===== config.mk =====
export PLATFORM = sky130hd
export DESIGN_NAME = wstrobe_seq
export DESIGN_NICKNAME = d
export VERILOG_FILES = /design/src/rtl/wstrobe_seq.sv
export SDC_FILE = /design/constraint.sdc
export NUM_CORES = 1
export LEC_CHECK = 0
export CAP_MARGIN = 20
export CORE_MARGIN = 2
export CORE_UTILIZATION = 52
export CTS_BUF_LIST = sky130_fd_sc_hd__clkbuf_8
export DETAILED_ROUTE_END_ITERATION = 10
export PLACE_DENSITY = 0.83
export SLEW_MARGIN = 20
export SYNTH_ARGS = -nofsm -noshare
export SYNTH_HDL_FRONTEND = slang
export SYNTH_SLANG_ARGS = --single-unit

===== constraint.sdc =====
create_clock -name clk -period 2.02 [get_ports clk]
set_input_delay 0.303 -clock clk [delete_from_list [all_inputs] [get_ports clk]]
set_output_delay 0.303 -clock clk [all_outputs]
set_load 0.01 [all_outputs]

===== src/rtl/wstrobe_seq.sv =====
module wstrobe_seq #(
  parameter int MIN_WL = 3,
  parameter int MAX_WL = 8,
  parameter int MAX_BL = 8
) (
  input  logic                         clk,
  input  logic                         rst_n,
  input  logic                         wr_cmd,
  input  logic [$clog2(MAX_WL+1)-1:0]  wl_cfg,
  input  logic                         bl8,
  output logic [1:0]                   dqs_ph,
  output logic                         dqs_oe,
  output logic                         dq_oe,
  output logic                         data_req,
  output logic                         wr_err
);
  localparam int WLW   = $clog2(MAX_WL+1);
  localparam int DEPTH = MAX_WL + MAX_BL/2 - 1;
  localparam int GW    = $clog2(MAX_BL/2+1) + 1;

  logic [DEPTH-1:0] due, ins;
  logic [WLW-1:0]   wl_eff;
  logic [GW-1:0]    nb, gap, last_n;
  logic             last_d, reject, accept, pre, post;

  always_comb begin
    if (wl_cfg < WLW'(MIN_WL))      wl_eff = WLW'(MIN_WL);
    else if (wl_cfg > WLW'(MAX_WL)) wl_eff = WLW'(MAX_WL);
    else                            wl_eff = wl_cfg;
  end

  assign nb     = bl8 ? GW'(MAX_BL/2) : GW'(MAX_BL/4);
  assign reject = wr_cmd && (gap < last_n);
  assign accept = wr_cmd && !reject;
  assign ins    = accept ? (((DEPTH'(1) << nb) - DEPTH'(1)) << (wl_eff - WLW'(1))) : '0;

  always_ff @(posedge clk) begin
    if (!rst_n) begin
      due    <= '0;
      gap    <= '1;
      last_n <= '0;
      last_d <= 1'b0;
      wr_err <= 1'b0;
    end else begin
      due    <= (due >> 1) | ins;
      last_d <= due[0];
      wr_err <= reject;
      if (accept) begin
        gap    <= GW'(1);
        last_n <= nb;
      end else if (gap != '1) begin
        gap <= gap + GW'(1);
      end
    end
  end

  assign pre      = !due[0] && due[1];
  assign post     = last_d && !due[0];
  assign dq_oe    = due[0];
  assign data_req = due[1];
  assign dqs_oe   = due[0] | pre | post;
  assign dqs_ph   = (due[0] || pre) ? 2'b10 : (post ? 2'b11 : 2'b00);

  AST_PRE_LEADS_DATA: assert property (@(posedge clk) disable iff (!rst_n)
    (dqs_oe && !dq_oe && dqs_ph == 2'b10) |=> dq_oe);
  AST_DATA_STROBE: assert property (@(posedge clk) disable iff (!rst_n)
    dq_oe |-> (dqs_oe && dqs_ph == 2'b10));
  AST_POST_HIGH: assert property (@(posedge clk) disable iff (!rst_n)
    ($fell(dq_oe) && !data_req) |-> (dqs_oe && dqs_ph == 2'b11));
  AST_IDLE_RELEASED: assert property (@(posedge clk) disable iff (!rst_n)
    !dqs_oe |-> (dqs_ph == 2'b00 && !dq_oe));
  AST_REQ_LEADS: assert property (@(posedge clk) disable iff (!rst_n)
    data_req |=> dq_oe);
endmodule


==> flow_summary.ini <==
[place]
pre_cts_ws_ns = -0.128
dpl_cell_area_mm2 = 0.00117
dpl.hpwl_mm = 1.38
io_buffers = 13
gp_congestion = 0.823

[synth]
avgSynthCellArea_um2 = 9.09
synth.area.top_cells = dfxtp_1 (39%), ha_1 (5.1%), a31oi_1 (3.9%), nand2_1 (3.9%), nor2b_1 (3.9%)
ys_async_sr_fraction_pct = 0
synth_edf_count = 0
syn-num-nets = 119
synth_warnings = 0
synth_ff_type = dfxtp_1
seq_area_frac_synth_pct = 39.1
synth_area_leader_cell = dfxtp_1
ys_ff_latch = 19
yosysUniqueCellTypes = 39
synth_common_cells = dfxtp_1 (19), nand2_1 (10), a31oi_1 (6), nor2b_1 (6)
syn_inst = 107
synth_top_cell_area_share_pct = 39.1
syn_area_um2 = 972
post-synth-top-count-cell = dfxtp_1

[grt]
grt_util_met2_pct = 32.2
antenna_found_initial = 0
grt_use_total_pct = 19.4
globalRoute.totalOverflow = 0
grt_pass1_wl_mm = 2.93
grt_pass1_vias = 728
top_usage_layer = met2
use_met3_pct = 4.62
grt.met1_usage_pct = 21.6
grt_max_degree = 22

[finish]
areaGrowthSynthToFinish_pct = 25.4
drive_gt1_share_pct = 18.8
final_area_mm2 = 0.00122
antennaDiodeCount = 0
final_nets = 141

[sta]
setup_slack_ns = 0.124
fmax_ghz = 0.528
skew_ns = 0.00530
setup_violations = 0
rsz0062_at_grt = no
period_share_pct = 93.8
slew_viol_final = 0
layout_min_cycle_time_ns = 1.90
worst_pin_slew_ns = 0.599
tns_ns = 0
maxSlewHeadroom_pct = 60.0
finalHoldViolations = 0

[route]
post_drt_wl_per_cell_um = 12.1
totalWireLength_mm = 1.86
firstDrtPassIters = 4
drtAntennaViolNets = 0
first_iter_violations = 10
via_per_inst = 5.32
drc = 0
routed-via-count = 814

[clock_tree]
cts_made_buffers = 3
cts_resized = 0
cts_sinks = 19
htreeDepth = 1
postCtsHoldBufs = 0
clockBufferDepth = 2
clk_pin_slew_worst_paths_ns = 0.07
root_buffer = clkbuf_8
cts_tree = yes
cts_setup_buffers = 0
clkLatencyLatePin_ns = 0.26

[job]
drv_cap = 0

[floorplanning]
core-area_mm2 = 0.00175
die_h_um = 47.2
die_w_um = 47.2
die-area_mm2 = 0.00223
rows = 15
io_pins = 14
start_util_pct = 55.7

[critical_path]
cp_cell_sequence = clkdlybuf4s50_1, nor2b_4, nor2_4, inv_2, ha_1, buf_4, xnor2_2, nand2_1, a31oi_1, nor2b_1
cp.arrival_ns = 2.04
required_ns = 2.17
end_kind = flip-flop
worstSetupStartpointType = input pin
setup.worst_path.class = in -> reg
critPathMaxFanout = 4
cp_slowest_cell = clkdlybuf4s50_1
r2r-start = gap[2]
slowest_delay_ns = 0.53
worst-path-buf-inv = 3
crit_family = buffers and inverters
worstSetupStartpoint = wl_cfg[0]

[min_path]
hp-class = reg -> reg
worstHoldStart = due[10]

[power_and_ir_drop]
peakVddDrop_v = 0.000401
power_density_mw_per_mm2 = 769
p_leak_nw = 0.512

[run_status]
status = finished, final reports clean
-- state kept, by name (all words and copies together), names as in the netlist --
name,cells
due,11
gap,4
last_d,1
last_n,2
wr_err,1
-- metal layers --
layer	routed length, um	vias to the layer above
met3	98	4
met4	49	0
li1	-	407
met1	813	376
met5	0	-
met2	894	27
-- cell type report --
class	instances	area (um2)
clock inverters	1	3.75
well taps	25	31.3
flip-flops and latches	19	380
repair buffers	24	213
multi-input cells	76	531
fillers	135	527
inverters	5	18.8
clock buffers	3	41.3
-- where the power goes --
part	internal (mW)	leakage [nW]	total (mW)	switching, mW
clock network	0.135	0.0269	0.256	0.121
registers	0.409	0.156	0.431	0.0226
logic	0.134	0.329	0.250	0.116
total	0.677	0.512	0.938	0.260
-- stage by stage --
| stage | instances | hold WS (ns) | power, mW | utilization [%] |
|---|---|---|---|---|
| detailed placement | 149 | 0.432 | 0.686 | 67.2 |
| CTS | 153 | 0.446 | 0.936 | 69.8 |
| finish | 153 | 0.444 | 0.938 | 69.8 |
| global route | 153 | 0.456 | 0.983 | 69.8 |
| global placement | 149 | 0.421 | 0.674 | 67.2 |
| floorplan | 107 | 0.407 | 0.597 | - |
-- cell usage in the layout, fill, tap and decap left out, drive strengths merged --
cell / netlist / layout
dfxtp: 19 / 19
a21oi: 2 / 2
nor3: 2 / 2
and2: 2 / 2
nor2: 5 / 5
mux2i: 3 / 3
buf: 4 / 11
xor2: 1 / 1
nor3b: 1 / 1
and3: 2 / 2
a211oi: 1 / 1
ha: 4 / 4
nor2b: 7 / 7
inv: 5 / 6
nand2b: 4 / 4
a31oi: 6 / 6
a21o: 1 / 1
nand2: 10 / 10
or2: 1 / 1
nand3b: 2 / 2
a21boi: 1 / 1
clkbuf: 3 / 3
o211ai: 1 / 1
nand3: 3 / 3
clkdlybuf4s50: 0 / 13
o21ai: 7 / 7
mux2: 1 / 1
maj3: 1 / 1
o21a: 2 / 2
o31ai: 1 / 1
xnor2: 3 / 3
or3: 1 / 1
o22ai: 1 / 1
-- kinds of logic after synthesis --
group / share of synthesized area [%]
simple gates: 23.9
compound gates: 15.7
flops: 39.1
buf+inv: 6.31
fa+ha+maj: 6.31
xor+xnor: 4.38
mux: 4.25
-- path summary, 6_finish.rpt --
check	endpoint	slack, ns	cells past startpoint
worst max-delay path	due[5]	0.12	10
worst min-delay path	due[9]	0.44	1
worst max register to register	due[10]	0.43	5
worst min register to register	due[9]	0.44	1
(Power assumes the default switching activity.)
